--- config.mk ---
export PLATFORM = sky130hd
export DESIGN_NAME = boot_stream_loader
export DESIGN_NICKNAME = d
export VERILOG_FILES = /design/src/rtl/boot_ldr_pkg.sv /design/src/rtl/bsl_sync.sv /design/src/rtl/bsl_word_rx.sv /design/src/rtl/bsl_parser.sv /design/src/rtl/boot_stream_loader.sv
export SDC_FILE = /design/constraint.sdc
export NUM_CORES = 1
export LEC_CHECK = 0
export BUFFER_PORTS_ARGS = -buffer_cell sky130_fd_sc_hd__buf_4
export CAP_MARGIN = 30
export CORE_MARGIN = 4
export CORE_UTILIZATION = 30
export DETAILED_ROUTE_END_ITERATION = 10
export GPL_TIMING_DRIVEN = 0
export MAX_ROUTING_LAYER = met4
export SLEW_MARGIN = 20
export SYNTH_ARGS = -nofsm -noshare
export SYNTH_HDL_FRONTEND = slang
export SYNTH_SLANG_ARGS = --single-unit
--- constraint.sdc ---
create_clock -name clk -period 4.6 [get_ports clk]
set_input_delay 0.92 -clock clk [delete_from_list [all_inputs] [get_ports clk]]
set_output_delay 0.92 -clock clk [all_outputs]
set_load 0.005 [all_outputs]
--- src/rtl/boot_ldr_pkg.sv ---
package boot_ldr_pkg;

    localparam int BL_BYTE_W  = 8;
    localparam int BL_WORD_W  = 2 * BL_BYTE_W;
    localparam int BL_ADDR_W  = 20;
    localparam int BL_ENTRY_W = 2 * BL_WORD_W;

    typedef logic [BL_BYTE_W-1:0] byte_t;
    typedef logic [BL_WORD_W-1:0] word_t;
    typedef logic [BL_ADDR_W-1:0] addr_t;

    typedef enum logic [1:0] {
        HS_IDLE,
        HS_RAISE,
        HS_LOWER
    } hs_state_t;

    typedef enum logic [2:0] {
        PS_ENT_HI,
        PS_ENT_LO,
        PS_LEN,
        PS_DST_HI,
        PS_DST_LO,
        PS_DATA,
        PS_PRE_WR,
        PS_HALT
    } ps_state_t;

    typedef struct packed {
        logic  we;
        addr_t addr;
        word_t data;
    } wr_req_t;

    function automatic word_t join_bytes(input byte_t hi, input byte_t lo);
        word_t w;
        w = {hi, {BL_BYTE_W{1'b0}}};
        w = w | {{BL_BYTE_W{1'b0}}, lo};
        return w;
    endfunction

    function automatic addr_t ext_addr(input word_t hi, input word_t lo);
        logic [2*BL_WORD_W-1:0] sum;
        sum = {hi, {BL_WORD_W{1'b0}}} + {{BL_WORD_W{1'b0}}, lo};
        return BL_ADDR_W'(sum);
    endfunction

endpackage

--- src/rtl/bsl_sync.sv ---
module bsl_sync #(
    parameter int STAGES = 2
) (
    input  logic clk,
    input  logic rst,
    input  logic d,
    output logic q
);
    logic [STAGES-1:0] chain;

    generate
        if (STAGES == 1) begin : g_one
            always_ff @(posedge clk) begin
                if (rst) chain <= '0;
                else     chain <= d;
            end
        end else begin : g_many
            always_ff @(posedge clk) begin
                if (rst) chain <= '0;
                else     chain <= {chain[STAGES-2:0], d};
            end
        end
    endgenerate

    assign q = chain[STAGES-1];
endmodule

--- src/rtl/bsl_word_rx.sv ---
module bsl_word_rx
    import boot_ldr_pkg::*;
(
    input  logic  clk,
    input  logic  rst,
    input  logic  req,
    input  logic  rdy_s,
    input  byte_t din,
    output logic  flag,
    output logic  busy,
    output logic  word_vld,
    output word_t word
);
    hs_state_t st;
    logic      second;
    byte_t     hi_q;

    always_ff @(posedge clk) begin
        if (rst) begin
            st       <= HS_IDLE;
            second   <= 1'b0;
            hi_q     <= '0;
            word     <= '0;
            word_vld <= 1'b0;
        end else begin
            word_vld <= 1'b0;
            case (st)
                HS_IDLE: begin
                    second <= 1'b0;
                    if (req && !word_vld) st <= HS_RAISE;
                end
                HS_RAISE: begin
                    if (rdy_s) st <= HS_LOWER;
                end
                HS_LOWER: begin
                    if (!rdy_s) begin
                        if (!second) begin
                            hi_q   <= din;
                            second <= 1'b1;
                            st     <= HS_RAISE;
                        end else begin
                            word     <= join_bytes(hi_q, din);
                            word_vld <= 1'b1;
                            second   <= 1'b0;
                            st       <= HS_IDLE;
                        end
                    end
                end
                default: st <= HS_IDLE;
            endcase
        end
    end

    assign flag = (st == HS_RAISE);
    assign busy = (st != HS_IDLE);
endmodule

--- src/rtl/bsl_parser.sv ---
module bsl_parser
    import boot_ldr_pkg::*;
(
    input  logic                  clk,
    input  logic                  rst,
    input  logic                  word_vld,
    input  word_t                 word,
    input  logic                  rdy_s,
    input  logic                  hs_busy,
    output logic                  req,
    output logic                  pre_flag,
    output wr_req_t               wr,
    output logic                  done,
    output logic [BL_ENTRY_W-1:0] entry
);
    localparam word_t ONE_W = word_t'(1);
    localparam addr_t ONE_A = addr_t'(1);

    ps_state_t st;
    word_t     remain;
    word_t     dst_hi;
    addr_t     cur;
    logic      hold_hi;

    always_ff @(posedge clk) begin
        if (rst) begin
            st      <= PS_ENT_HI;
            remain  <= '0;
            dst_hi  <= '0;
            cur     <= '0;
            hold_hi <= 1'b0;
            wr      <= '0;
            done    <= 1'b0;
            entry   <= '0;
        end else begin
            wr.we <= 1'b0;
            done  <= 1'b0;
            if (hs_busy) hold_hi <= 1'b0;
            case (st)
                PS_ENT_HI: if (word_vld) begin
                    entry[BL_ENTRY_W-1:BL_WORD_W] <= word;
                    st <= PS_ENT_LO;
                end
                PS_ENT_LO: if (word_vld) begin
                    entry[BL_WORD_W-1:0] <= word;
                    st <= PS_LEN;
                end
                PS_LEN: if (word_vld) begin
                    if (word == '0) begin
                        done <= 1'b1;
                        st   <= PS_HALT;
                    end else begin
                        remain <= word - ONE_W;
                        st     <= PS_DST_HI;
                    end
                end
                PS_DST_HI: if (word_vld) begin
                    dst_hi <= word;
                    st     <= PS_DST_LO;
                end
                PS_DST_LO: if (word_vld) begin
                    cur <= ext_addr(dst_hi, word);
                    st  <= PS_DATA;
                end
                PS_DATA: if (word_vld) st <= PS_PRE_WR;
                PS_PRE_WR: if (rdy_s) begin
                    wr.we   <= 1'b1;
                    wr.addr <= cur;
                    wr.data <= word;
                    cur     <= cur + ONE_A;
                    hold_hi <= 1'b1;
                    if (remain == '0) begin
                        st <= PS_LEN;
                    end else begin
                        remain <= remain - ONE_W;
                        st     <= PS_DATA;
                    end
                end
                default: st <= PS_HALT;
            endcase
        end
    end

    assign req      = (st != PS_PRE_WR) && (st != PS_HALT);
    assign pre_flag = (st == PS_PRE_WR) || hold_hi;
endmodule

--- src/rtl/boot_stream_loader.sv ---
module boot_stream_loader
    import boot_ldr_pkg::*;
#(
    parameter int SYNC_STAGES = 2
) (
    input  logic                  clk,
    input  logic                  rst,
    input  logic                  boot_rdy_i,
    input  logic [BL_BYTE_W-1:0]  boot_data_i,
    output logic                  boot_flag_o,
    output logic                  mem_we_o,
    output logic [BL_ADDR_W-1:0]  mem_addr_o,
    output logic [BL_WORD_W-1:0]  mem_data_o,
    output logic                  load_done_o,
    output logic [BL_ENTRY_W-1:0] entry_addr_o
);
    logic    rdy_sync;
    logic    hs_flag;
    logic    hs_busy;
    logic    word_vld;
    word_t   word;
    logic    req;
    logic    pre_flag;
    wr_req_t wr;

    bsl_sync #(.STAGES(SYNC_STAGES)) u_sync (
        .clk (clk),
        .rst (rst),
        .d   (boot_rdy_i),
        .q   (rdy_sync)
    );

    bsl_word_rx u_rx (
        .clk      (clk),
        .rst      (rst),
        .req      (req),
        .rdy_s    (rdy_sync),
        .din      (boot_data_i),
        .flag     (hs_flag),
        .busy     (hs_busy),
        .word_vld (word_vld),
        .word     (word)
    );

    bsl_parser u_parse (
        .clk      (clk),
        .rst      (rst),
        .word_vld (word_vld),
        .word     (word),
        .rdy_s    (rdy_sync),
        .hs_busy  (hs_busy),
        .req      (req),
        .pre_flag (pre_flag),
        .wr       (wr),
        .done     (load_done_o),
        .entry    (entry_addr_o)
    );

    assign boot_flag_o = hs_flag | pre_flag;
    assign mem_we_o    = wr.we;
    assign mem_addr_o  = wr.addr;
    assign mem_data_o  = wr.data;
endmodule

* Yosys cells after proc, flatten, opt, wreduce, memory -nomap -nowiden
Index checks and enable logic that the tools add are counted.
** Storage, ports and cells
- Register bits :: 144
- Input bits :: 11
- Output and inout bits :: 71
** Cells by class
- $add $sub $neg :: 4
- Eq/ne operators :: 22
- Multiplexer cells :: 32
- Bitwise logic cells :: 8
- Reduce and logical (&&, ||, !) cells :: 26
** Operators with widths (count)
- $mux W16 :: 4
- $mux W20 :: 2
- $pmux W20 S2 :: 1
- $mux W37 :: 1
- $logic_not A16 Y1 :: 2
- $pmux W16 S2 :: 1
- $sub A16 B1 Y16 const B :: 2
- $mux W3 :: 9
- $pmux W3 S7 :: 1
- $add A20 B1 Y20 const B :: 1
- $add A20 B16 Y20 :: 1
- $ne A2 B2 Y1 const B :: 10
- $or A16 B8 Y16 :: 1
- $reduce_and A3 Y1 :: 4
- $reduce_and A2 Y1 :: 5
- $eq A3 B3 Y1 const B :: 3
- $mux W1 :: 8
- $reduce_bool A2 Y1 :: 4
- $reduce_and A7 Y1 :: 1
- $eq A3 B2 Y1 const B :: 2
- $mux W2 :: 3
- $ne A3 B3 Y1 const B :: 2
- $not A1 Y1 :: 6
- $pmux W2 S3 :: 1
- other kinds (14) :: 17

* Longest topological paths before layout
- Depth after elaboration :: 5
- Gate-level depth with buffers :: 14

* Modules after synthesis
Synthesis repeated with hierarchy kept, for this count alone.
** Unflattened totals
- Cells, all modules :: 852
- Area total of the unflattened synthesis :: 6481.2 um^2
** Modules (own cells, without submodules)
- bsl_parser :: instances 1, cells an instance 721, area each 5367.6 um^2, sequential area each 2282.2 um^2
- bsl_word_rx :: instances 1, cells an instance 126, area each 1054.8 um^2, sequential area each 560.5 um^2
- bsl_sync :: instances 1, cells an instance 4, area each 52.6 um^2, sequential area each 40.0 um^2
- boot_stream_loader :: instances 1, cells an instance 1, area each 6.3 um^2, sequential area each 0.0 um^2

* Worst setup path before layout
No wires, ideal clock.
- Path kind :: register -> register
- Start point :: register u_parse.st[2]
- End point :: register u_parse.remain[12]
- Setup time :: 122 ps
- Arrival time :: 3196 ps
- Data required time :: 4478 ps
- Path slack :: 1282 ps
- Cell stages (with the launch flop) :: 15
- Buffers on the path :: 4
- Cells stage by stage :: dfxtp_1 buf_1 nand3b_1 buf_2 buf_2 buf_1 and2_1 a21oi_1 ha_1 nor4b_1 nand2_1 o21ai_1 o211ai_1 mux2i_1 a311o_1
** On the way
- Cells in the longest elaborated chain, start to end :: 3
** Ends and longest elaborated chain
- from (decl) :: line bsl_parser.sv:19 : ps_state_t st;
- from (signal assigned) :: line bsl_parser.sv:27 : st <= PS_ENT_HI;
- from (signal assigned) :: line bsl_parser.sv:42 : st <= PS_ENT_LO;
- from (signal assigned) :: line bsl_parser.sv:46 : st <= PS_LEN;
- $eq A3 B3 Y1 / $eq A3 B2 Y1 (equally long branches) :: line bsl_parser.sv:39 : case (st)
- $ne A2 B2 Y1 (no line) / $reduce_bool A2 Y1 (equally long branches)
- $reduce_and A5 Y1 (no line)
- to (signal assigned) :: line bsl_parser.sv:53 : remain <= word - ONE_W;
- to (signal assigned) :: line bsl_parser.sv:75 : remain <= remain - ONE_W;
- to (decl) :: line bsl_parser.sv:20 : word_t remain;
Several ways; a longest one is shown, not always the timed one.
A chain may end at the register's enable or synchronous reset.

* Worst setup path in the final report
Same ends and word-level chain as after synthesis.

==> reports/qor.csv <==
stage,metric,value,unit
yosys,area of the mapped netlist,0.00646,sq mm
pwr,Power Total,2.74,mW
grt,grt ovf,0,
grt,grt met3 use,0.0585,
yosys,ys flop type,dfxtp_1,
clock_tree,# clock sinks,144,
clock_tree,clock-pin slew on the worst setup and hold paths,60,ps
pwr,sw frac,0.229,
routing,DRT antenna net count,0,
clock_tree,CTS tree,built,
critical_path,crit end category,flip-flop,
grt,number of antenna violations at the first check in global routing,0,
layout,Sequential cell area,0.00288,sq mm
grt,All-Layer GR Usage,0.197,
job,max-cap viol count,0,
timing,Slew HR,0.336,
clock_tree,post_cts resized,0,
grt,first-pass GRT wire length,35.4,mm
grt,number of global-route vias before repair,6103,
layout,FILL cells,2256,
floorplan,Initial Util,0.306,
yosys,"Seq/Total Area, Yosys",0.446,
layout,Final Util,0.381,
yosys,Mapped Cells,855,
clock_tree,CTS Hold Buffers Added,0,
layout,Post-layout nets,969,
placed_design,placer congestion estimate,0.911,
yosys,syn nets,868,
timing,worst setup margin,337,ps
floorplan,Die X,155,um
routing,initial DRC count,696,
clock_tree,htree depth,4,
clock_tree,clk_lat worst skew,430,ps
pwr,Comb power frac,0.024,
critical_path,Crit path arrival time,4580,ps
floorplan,die area,0.0239,sq mm
floorplan,Vert. Die Dim,155,um
pwr,sw power,626,uW
critical_path,crit start category,flip-flop,
status,status,completed,
pwr,Pleak,2.78,nW
placed_design,hpwl dp,15.6,mm
placed_design,dpl ws,290,ps
placed_design,number of port buffers,81,
pwr,power density cells,341,mW/mm^2
grt,GR peak layer,met2,
routing,"wirelength, routed",23.0,mm
grt,met2 usage,0.293,
yosys,Netlist cell types,68,
yosys,Synth warnings,0,
grt,M1 GR Usage,0.264,
clock_tree,Max Root-Sink Buffers,2,
floorplan,core area,0.0211,sq mm
clock_tree,post-CTS setup buffer count,0,
floorplan,I/O pin count,82,
pwr,clock group share of total power,0.518,
clock_tree,Num CTS Buffers,17,
timing,Fmax achieved,235,MHz
yosys,ys async rst share,0,
layout,synthesis-to-finish area growth,24.3,%
critical_path,worst endpoint required time,4920,ps
timing,post-layout min period,4260,ps
pwr,VDD IR max,0.237,mV
yosys,number of synthesized flops with an enable pin,0,
layout,# diodes,0,
timing,Total Neg Setup Slack,0,ps
routing,total number of vias,6580,
yosys,Synth Area per Inst,7.55,sq um
hold_path,Tightest Hold Check Type,reg2reg,
timing,RSZ-0062 raised after global routing,false,
clock_tree,clk root buf,clkbuf_16,
routing,DR WL/cell,18.5,um
floorplan,row cnt,53,
layout,layout cell share with drive strength beyond 1,0.148,
layout,area of the multi-input gates,0.00327,sq mm
yosys,"flops & latches, synth",144,
timing,max-slew violations,0,
routing,iteration count of the initial detailed-routing pass,6,
timing,setup violators final,0,
timing,final period utilization,0.927,
timing,Worst Tran Pin Value,997,ps
pwr,Internal,2.11,mW
critical_path,"Max FO, Critical Path",10,
timing,Final Hold Vio Count,0,
critical_path,CP Class,reg2reg,
pwr,Reg power frac,0.458,
grt,largest net degree at the start of global routing,17,
routing,vias per inst,5.29,
routing,number of remaining DRC errors,0,
timing,skew final,9.67,ps
## power by group through the flow
stage	logic, mW	registers (mW)	clock network (mW)
detailed placement	0.0650	1.28	0
CTS	0.0659	1.25	1.44
global placement	0.0651	1.28	0
floorplan	0.0361	1.28	0
global route	0.0724	1.25	1.49
finish	0.0665	1.25	1.42
## final timing paths
check                              startpoint            endpoint  slack [ps]  depth (start not counted)
worst min register to register   u_rx.hi_q[4]       u_rx.word[12]         450                          2
worst max-delay path            u_parse.st[2]  u_parse.remain[12]         340                         14
worst min-delay path             u_rx.hi_q[4]       u_rx.word[12]         450                          2
worst max register to register  u_parse.st[2]  u_parse.remain[12]         340                         14
## cell families after synthesis
group | after synthesis | synth area share
xor+xnor | 9 | 0.0122
buf+inv | 76 | 0.0475
mux | 3 | 0.00484
fa+ha+maj | 2 | 0.00387
flops | 144 | 0.446
simple gates | 379 | 0.261
compound gates | 242 | 0.224
## synthesized netlist by cell type (6+ instances only)
master	count	area (sq um)
a211oi_1	10	75.1
a21oi_1	145	726
and3_1	8	50.1
buf_1	7	26.3
buf_2	6	30.0
clkbuf_1	53	199
dfxtp_1	144	2880
nand2_1	241	905
nand3_1	17	85.1
nand4_1	8	50.1
nor2_1	42	158
nor2b_1	6	37.5
nor3_1	10	50.1
nor4_1	8	50.1
o21ai_0	30	150
o22ai_1	6	37.5
o31ai_1	6	45.0
xor2_1	7	61.3
## placed cells by master, fill, tap and decap left out, types with 6 or more instances in the layout
cell type / netlist / routed
o22ai_1: 6 / 6
nor2b_1: 6 / 6
nand4_1: 8 / 8
clkbuf_16: 0 / 17
buf_4: 3 / 84
buf_1: 7 / 7
nand3_1: 17 / 17
o21ai_0: 30 / 30
xor2_1: 7 / 7
nor4_1: 8 / 8
nand2_1: 241 / 241
nor3_1: 10 / 10
clkbuf_1: 53 / 54
dfxtp_1: 144 / 144
and3_1: 8 / 8
nor2_1: 42 / 42
o31ai_1: 6 / 6
a211oi_1: 10 / 10
a21oi_1: 145 / 145
buf_2: 6 / 6
## state kept, by name, indices dropped and copies added (netlist names)
signal,cells
u_parse.cur,20
u_parse.done,1
u_parse.dst_hi,4
u_parse.entry,32
u_parse.hold_hi,1
u_parse.remain,16
u_parse.st,3
u_parse.wr,37
u_rx.hi_q,8
u_rx.second,1
u_rx.st,2
u_rx.word,16
u_rx.word_vld,1
u_sync.chain,2
## area by class of cell
type / count / share of cell area
Inverter: 5 / 0.00234
Multi-Input combinational cell: 635 / 0.408
Tap cell: 275 / 0.0429
Clock buffer: 20 / 0.0569
Buffer: 71 / 0.0359
Timing Repair Buffer: 82 / 0.0764
Clock inverter: 12 / 0.0182
Sequential cell: 144 / 0.359
## worst max-delay path, stage by stage, from the launching register on
cell	delay, ps
dfxtp_1	380
buf_1	350
nand3b_1	170
buf_2	240
buf_2	230
buf_1	310
and2_1	300
a21oi_1	150
ha_1	280
nor4b_2	400
nand2_1	100
o21ai_1	530
o211ai_1	200
mux2i_1	170
a311o_1	350
## through the flow
step           hold WS [ps]  std cells  cell area, sq um
2_1_floorplan           414        855              6460
3_3_place_gp            441       1211              7410
3_5_place_dp            441       1211              7410
4_1_cts                 454       1243              8010
5_1_grt                 465       1244              8020
6_report                452       1244              8020
## metal layers
layer	part of all wire	vias to the layer above
met5	0	-
met4	0.021	0
met3	0.076	40
met2	0.45	255
met1	0.45	3132
li1	-	3153
Note: power is estimated with default switching activity, not from simulation.
